`src/rtl/cpr_pkg.sv`:
```
package cpr_pkg;

    localparam int ADDR_ICR  = 'h1A;
    localparam int ADDR_STAT = 'h1C;
    localparam int ADDR_CMP  = 'h1D;
    localparam int ADDR_RSV0 = 'h1E;
    localparam int ADDR_RSV1 = 'h1F;

    localparam int CWI_BIT = 0;

    // condition bit positions (bit index is the event line index)
    typedef enum int {
        SB_IDLE_LS     = 0,
        SB_THRESH      = 1,
        SB_ACTIVE_LS   = 2,
        SB_LS_UNK_PHY  = 3,
        SB_CASC_SYNC   = 4,
        SB_EBUF_OU     = 5,
        SB_SUPER_IDLE  = 6,
        SB_SPARE       = 7
    } stat_bit_e;

    typedef enum logic [2:0] {
        ACC_IDLE,
        ACC_RD_STAT,
        ACC_RD_CMP,
        ACC_RD_ICR,
        ACC_RD_NONE,
        ACC_WR_STAT,
        ACC_WR_CMP,
        ACC_WR_ICR
    } acc_e;

endpackage

```
`src/rtl/cpr_decode.sv`:
```
module cpr_decode
    import cpr_pkg::*;
#(
    parameter int AW = 5
) (
    input  logic [AW-1:0] addr_i,
    input  logic          rd_en_i,
    input  logic          wr_en_i,
    output acc_e          acc_o
);

    always_comb begin
        acc_o = ACC_IDLE;
        unique case ({wr_en_i, rd_en_i})
            2'b10, 2'b11: begin
                if (addr_i == AW'(ADDR_STAT))      acc_o = ACC_WR_STAT;
                else if (addr_i == AW'(ADDR_CMP))  acc_o = ACC_WR_CMP;
                else if (addr_i == AW'(ADDR_ICR))  acc_o = ACC_WR_ICR;
                else                               acc_o = ACC_IDLE;
            end
            2'b01: begin
                if (addr_i == AW'(ADDR_STAT))      acc_o = ACC_RD_STAT;
                else if (addr_i == AW'(ADDR_CMP))  acc_o = ACC_RD_CMP;
                else if (addr_i == AW'(ADDR_ICR))  acc_o = ACC_RD_ICR;
                else                               acc_o = ACC_RD_NONE;
            end
            default: acc_o = ACC_IDLE;
        endcase
    end

endmodule

```
`src/rtl/cpr_status.sv`:
```
module cpr_status #(
    parameter int DW = 8
) (
    input  logic          clk,
    input  logic          rst,
    input  logic          wr_stat_i,
    input  logic [DW-1:0] wdata_i,
    input  logic [DW-1:0] evt_i,
    input  logic [DW-1:0] cmp_i,
    output logic [DW-1:0] stat_o,
    output logic          inhibit_o
);

    logic [DW-1:0] moved;
    logic [DW-1:0] stat_nx;

    assign moved     = stat_o ^ cmp_i;
    assign inhibit_o = wr_stat_i && (moved != '0);

    for (genvar gi = 0; gi < DW; gi++) begin : g_bit
        always_comb begin
            stat_nx[gi] = stat_o[gi];
            if (wr_stat_i && !moved[gi]) begin
                stat_nx[gi] = wdata_i[gi];
            end
            if (evt_i[gi]) begin
                stat_nx[gi] = 1'b1;
            end
        end
    end

    always_ff @(posedge clk) begin
        if (rst) stat_o <= '0;
        else     stat_o <= stat_nx;
    end

    assert_match_takes_data_R2: assert property (@(posedge clk) disable iff (rst)
        wr_stat_i |=> ((stat_o & ~$past(moved) & ~$past(evt_i)) ==
                       ($past(wdata_i) & ~$past(moved) & ~$past(evt_i))));

    assert_moved_bit_holds_R3: assert property (@(posedge clk) disable iff (rst)
        wr_stat_i |=> ((stat_o & $past(moved)) ==
                       (($past(stat_o) | $past(evt_i)) & $past(moved))));

    assert_event_sets_R8: assert property (@(posedge clk) disable iff (rst)
        (evt_i != '0) |=> ((stat_o & $past(evt_i)) == $past(evt_i)));

endmodule

```
`src/rtl/cpr_snap.sv`:
```
module cpr_snap #(
    parameter int DW = 8
) (
    input  logic          clk,
    input  logic          rst,
    input  logic          load_stat_i,
    input  logic [DW-1:0] stat_i,
    input  logic          load_host_i,
    input  logic [DW-1:0] wdata_i,
    output logic [DW-1:0] cmp_o
);

    always_ff @(posedge clk) begin
        if (rst)              cmp_o <= '0;
        else if (load_host_i) cmp_o <= wdata_i;
        else if (load_stat_i) cmp_o <= stat_i;
    end

    assert_host_load_R6: assert property (@(posedge clk) disable iff (rst)
        load_host_i |=> (cmp_o == $past(wdata_i)));

endmodule

```
`src/rtl/cpr_icr.sv`:
```
module cpr_icr (
    input  logic clk,
    input  logic rst,
    input  logic inhibit_i,
    input  logic rd_icr_i,
    input  logic wr_icr_i,
    input  logic wbit_i,
    output logic cwi_o
);

    logic cwi_snap;

    always_ff @(posedge clk) begin
        if (rst) begin
            cwi_o    <= 1'b0;
            cwi_snap <= 1'b0;
        end else begin
            if (rd_icr_i) cwi_snap <= cwi_o;
            if (inhibit_i)                          cwi_o <= 1'b1;
            else if (wr_icr_i && cwi_o == cwi_snap) cwi_o <= wbit_i;
        end
    end

    assert_inhibit_sets_flag_R4: assert property (@(posedge clk) disable iff (rst)
        inhibit_i |=> cwi_o);

    assert_flag_sticky_R5: assert property (@(posedge clk) disable iff (rst)
        (cwi_o && !wr_icr_i) |=> cwi_o);

    assert_flag_write_guarded_R5: assert property (@(posedge clk) disable iff (rst)
        (wr_icr_i && cwi_o != cwi_snap) |=> (cwi_o == $past(cwi_o)));

endmodule

```
`src/rtl/cond_protect_regs.sv`:
```
module cond_protect_regs
    import cpr_pkg::*;
#(
    parameter int DW = 8,
    parameter int AW = 5
) (
    input  logic          clk,
    input  logic          rst,
    input  logic [AW-1:0] addr_i,
    input  logic          rd_en_i,
    input  logic          wr_en_i,
    input  logic [DW-1:0] wr_data_i,
    input  logic [DW-1:0] evt_i,
    output logic [DW-1:0] rd_data_o,
    output logic          cwi_o
);

    acc_e          acc;
    logic [DW-1:0] stat;
    logic [DW-1:0] cmp;
    logic          inhibit;
    logic [DW-1:0] icr_word;
    logic [DW-1:0] rd_mux;

    cpr_decode #(.AW(AW)) decode_i (
        .addr_i  (addr_i),
        .rd_en_i (rd_en_i),
        .wr_en_i (wr_en_i),
        .acc_o   (acc)
    );

    cpr_status #(.DW(DW)) status_i (
        .clk       (clk),
        .rst       (rst),
        .wr_stat_i (acc == ACC_WR_STAT),
        .wdata_i   (wr_data_i),
        .evt_i     (evt_i),
        .cmp_i     (cmp),
        .stat_o    (stat),
        .inhibit_o (inhibit)
    );

    cpr_snap #(.DW(DW)) snap_i (
        .clk         (clk),
        .rst         (rst),
        .load_stat_i (acc == ACC_RD_STAT),
        .stat_i      (stat),
        .load_host_i (acc == ACC_WR_CMP),
        .wdata_i     (wr_data_i),
        .cmp_o       (cmp)
    );

    cpr_icr icr_i (
        .clk       (clk),
        .rst       (rst),
        .inhibit_i (inhibit),
        .rd_icr_i  (acc == ACC_RD_ICR),
        .wr_icr_i  (acc == ACC_WR_ICR),
        .wbit_i    (wr_data_i[CWI_BIT]),
        .cwi_o     (cwi_o)
    );

    always_comb begin
        icr_word          = '0;
        icr_word[CWI_BIT] = cwi_o;
    end

    always_comb begin
        unique case (acc)
            ACC_RD_STAT: rd_mux = stat;
            ACC_RD_CMP:  rd_mux = cmp;
            ACC_RD_ICR:  rd_mux = icr_word;
            default:     rd_mux = '0;
        endcase
    end

    always_ff @(posedge clk) begin
        if (rst) rd_data_o <= '0;
        else     rd_data_o <= rd_mux;
    end

    logic rsv_hit;
    assign rsv_hit = (addr_i == AW'(ADDR_RSV0)) || (addr_i == AW'(ADDR_RSV1));

    assert_read_snapshots_R1: assert property (@(posedge clk) disable iff (rst)
        (rd_en_i && !wr_en_i && addr_i == AW'(ADDR_STAT)) |=>
            (cmp == $past(stat) && rd_data_o == $past(stat)));

    assert_cmp_write_no_flag_R6: assert property (@(posedge clk) disable iff (rst)
        (wr_en_i && addr_i == AW'(ADDR_CMP)) |=> (cwi_o == $past(cwi_o)));

    assert_reserved_read_zero_R7: assert property (@(posedge clk) disable iff (rst)
        (rd_en_i && !wr_en_i && rsv_hit) |=> (rd_data_o == '0));

    assert_reserved_write_inert_R7: assert property (@(posedge clk) disable iff (rst)
        (wr_en_i && rsv_hit && evt_i == '0) |=>
            ($stable(stat) && $stable(cmp) && $stable(cwi_o)));

    assert_reset_clears_R9: assert property (@(posedge clk) disable iff (rst)
        $fell(rst) |-> (stat == '0 && cmp == '0 && !cwi_o));

endmodule

```
`config.mk`:
```
export PLATFORM = sky130hd
export DESIGN_NAME = cond_protect_regs
export DESIGN_NICKNAME = d
export VERILOG_FILES = /design/src/rtl/cpr_pkg.sv /design/src/rtl/cpr_decode.sv /design/src/rtl/cpr_status.sv /design/src/rtl/cpr_snap.sv /design/src/rtl/cpr_icr.sv /design/src/rtl/cond_protect_regs.sv
export SDC_FILE = /design/constraint.sdc
export NUM_CORES = 1
export LEC_CHECK = 0
export ABC_AREA = 1
export BUFFER_PORTS_ARGS = -buffer_cell sky130_fd_sc_hd__buf_2
export CAP_MARGIN = 0
export CORE_ASPECT_RATIO = 0.5
export CORE_UTILIZATION = 55
export CTS_CLUSTER_SIZE = 30
export DETAILED_ROUTE_END_ITERATION = 6
export PLACE_DENSITY = 0.81
export SETUP_SLACK_MARGIN = 0.5
export SYNTH_ARGS = -nofsm -noshare
export SYNTH_HDL_FRONTEND = slang
export SYNTH_SLANG_ARGS = --single-unit
```
`constraint.sdc`:
```
create_clock -name clk -period 2 [get_ports clk]
set_clock_uncertainty 0.2 [all_clocks]
set_input_delay 0.1 -clock clk [delete_from_list [all_inputs] [get_ports clk]]
set_output_delay 0.1 -clock clk [all_outputs]
set_load 0.02 [all_outputs]
```
==> metrics.md <==
| Metric | Value |
|---|---|
| M2 GR Usage | `approximately 50%` |
| PwrDens | `about 590 nW/um^2` |
| Placed cell areas | `roughly 1600 um^2` |
| Ant. Diodes | `0` |
| Dpl ws | `about 350 ps` |
| CTS root buf | `clkbuf_8` |
| TritonCTS buffer count | `3` |
| Worst-margin pin slew | `approximately 320 ps` |
| Tcrit/Tclk final | `between 70% and 80%` |
| CP endpoint kind | `register` |
| DR iter-0 viols | `85` |
| Hold Vio Cnt, Final | `0` |
| RSZ-0062 raised after global routing | `yes` |
| Post-DP HPWL | `approximately 2400 um` |
| Slew headroom | `between 70% and 80%` |
| Clock power frac | `38.0%` |
| Min-Delay Path Class | `input pin to register` |
| Core area | `around 2300 um^2` |
| Clock buffer depth | `2` |
| Global route overflow | `0` |
| # fillers | `157` |
| Ys Warns | `0` |
| Skew-Pair Late Insertion Delay | `270 ps` |
| Internal Power | `876.7 uW` |
| Hold slack | `roughly 10 ps` |
| Largest net degree at the start of global routing | `30` |
| Die X | `between 70 and 80 um` |
| Post-DR wirelength/cell | `about 13 um` |
| Area Overhead vs Synth | `34.55%` |
| Fmax | `between 600 and 700 MHz` |
| Post-DRT Antenna Nets | `0` |
| Total die area | `between 2000 and 3000 um^2` |
| Switch Pwr | `between 200 and 300 uW` |
| Max Slew Vio Count | `0` |
| #FFs+latches synth | `26` |
| Rows | `12` |
| Non-Filler Cell Area, Final | `a little under 2000 um^2` |
| Syn Inst Count | `between 200 and 250` |
| Final-stage net count | `292` |
| Arr. time, crit path | `1420 ps` |
| Post-Route WL | `3848 um` |
| Cell Count, Final, Fillers Out | `301` |
| R2R cell count | `8` |
| Post-synthesis cell type count | `21` |
| Worst Setup Start Kind | `input pin` |
| Initial antenna violation count | `0` |
| WS Path Type | `input pin to register` |
| Ports | `34` |
| Final min period | `about 1400 ps` |
| CTS tree | `yes` |
| Post-DR vias/cell | `a little over 5` |
| Worst endpoint required time | `just under 2000 ps` |
| Detailed Routing Iterations Pass 1 | `4` |
| GR peak layer | `met2` |
| I/O Buffers | `33` |
| Comb pwr share | `between 10 and 15%` |
| Hold Path Cell Cnt | `4` |
| Ratio of cells with drive above 1 in the final layout | `21.43%` |
| Syn_area_per_cell | `6.781 um^2` |
| Vias in the first global route | `~1,300` |
| EDFF count, synth | `0` |
| # DRC | `0` |
| Total leakage power | `~0.0009 uW` |
| Worst-path clk slew | `~90 ps` |
| Die Ht | `about 38 um` |
| Synthesized area | `~1400 um^2` |
| Crit Path Max Fanout | `29` |
| Vias after detailed routing | `about 1,600` |
| Met3 global-route usage | `under 10%` |
| H-tree lvl count | `1` |
| Total GRT Usage | `~28%` |
| Ys async rst share | `0%` |
| Worst VDD drop | `0.0003893 V` |
| Cell count after placement | `roughly 280` |
| Sequential-to-total area share from yosys stat | `approximately 36%` |
| Placer Congestion | `0.8661` |
| Starting Density | `61.38%` |
| Syn nets | `~240` |
| Top_reg_cell synth | `dfxtp_1` |
| Met1 Track Usage GR | `between 30% and 40%` |
| Worst setup margin | `around 560 ps` |
| Max Cap Viol | `0` |
| First-pass GRT wire length | `5740 um` |
| Sw frac | `a little under a quarter` |
| Status | `completed` |
| Sink Count | `26` |
| # setup viols final | `0` |
| Final setup TNS | `0 ps` |
| Seq pwr share | `between 40% and 50%` |
[worst paths after layout]
path,start,endpoint,slack (ps)
worst max-delay path,addr_i[0],rd_data_o[3],560
worst min-delay path,rd_en_i,icr_i.cwi_snap,10
worst max register to register,status_i.stat_o[7],icr_i.cwi_o,600
worst min register to register,icr_i.cwi_snap,icr_i.cwi_snap,280
[registers in the layout, summed over array words and instances (netlist names)]
signal           count
icr_i.cwi_o          1
icr_i.cwi_snap       1
rd_data_o            8
snap_i.cmp_o         8
status_i.stat_o      8
[placed cells by master (no fill, tap or decap), types with 3 or more instances in the layout]
| cell type | count |
|---|---|
| nand4_1 | 10 |
| xnor2_1 | 5 |
| xnor2_2 | 3 |
| inv_1 | 32 |
| nor2_1 | 6 |
| buf_2 | 33 |
| buf_4 | 3 |
| clkbuf_8 | 3 |
| nand2_1 | 55 |
| dlygate4sd3_1 | 17 |
| nand3_1 | 39 |
| a21oi_1 | 15 |
| dfxtp_1 | 26 |
[power by group through the flow]
stage          Combinational (uW)  Clock (uW)  Sequential (uW)
2_1_floorplan                85.0           0              552
3_3_place_gp                  125           0              554
3_5_place_dp                  127           0              554
4_1_cts                       154         444              542
5_1_grt                       183         460              546
6_report                      167         435              544
[what timing repair did]
action                     in CTS  in global routing
setup buffers                   0                  2
setup endpoints to repair       0                 17
hold buffers                   17                  0
hold endpoints to repair       19                  0
gates resized for setup         0                  7
[logic make-up after synthesis]
logic type | count (synthesis) | synth area share [%]
flops | 26 | 36.21
simple gates | 117 | 38.21
buf+inv | 41 | 12.36
compound gates | 19 | 7.747
xor+xnor | 9 | 5.483
[synthesized netlist by cell type (2+ instances only)]
cell type / instances / area [um^2]
a21oi_1: 16 / 80.08
buf_6: 3 / 33.78
clkinv_1: 2 / 7.510
dfxtp_1: 26 / 520.5
inv_1: 32 / 120.1
inv_2: 2 / 7.510
nand2_1: 55 / 206.5
nand2_2: 2 / 12.51
nand3_1: 40 / 200.2
nand4_1: 10 / 62.56
nor2_1: 6 / 22.52
nor2_4: 2 / 22.52
xnor2_1: 8 / 70.07
[metrics by stage]
step | total power (uW) | utilization [%]
after floorplan | 637.2 | -
after global placement | 678.4 | 69.44
after detailed placement | 681.2 | 69.44
after CTS | 1139 | 79.75
after global routing | 1188 | 82.59
final | 1146 | 82.59
[per-layer routing]
layer	vias to the layer above	part of all wire (%)
met5	-	0
met4	0	0.94
met3	6	8.5
met2	82	47
met1	686	44
li1	790	-
[critical path: stages]
cell     delay, ps
buf_2          120
inv_2           40
nand2_1        100
inv_2           80
nand3_1         70
nand3_1         80
nand2_1         90
buf_8          180
nor2_4         240
nand2_1        110
a21oi_1        190
[layout make-up]
class | instances | area, um^2 | share of cell area, %
well taps | 35 | 43.79 | 2.264
clock inverters | 1 | 30.03 | 1.552
multi-input cells | 145 | 770.7 | 39.84
flip-flops and latches | 26 | 520.5 | 26.91
clock buffers | 3 | 41.29 | 2.135
inverters | 36 | 135.1 | 6.986
repair buffers | 55 | 392.9 | 20.31
No activity file was read; power rests on OpenSTA's default activity.
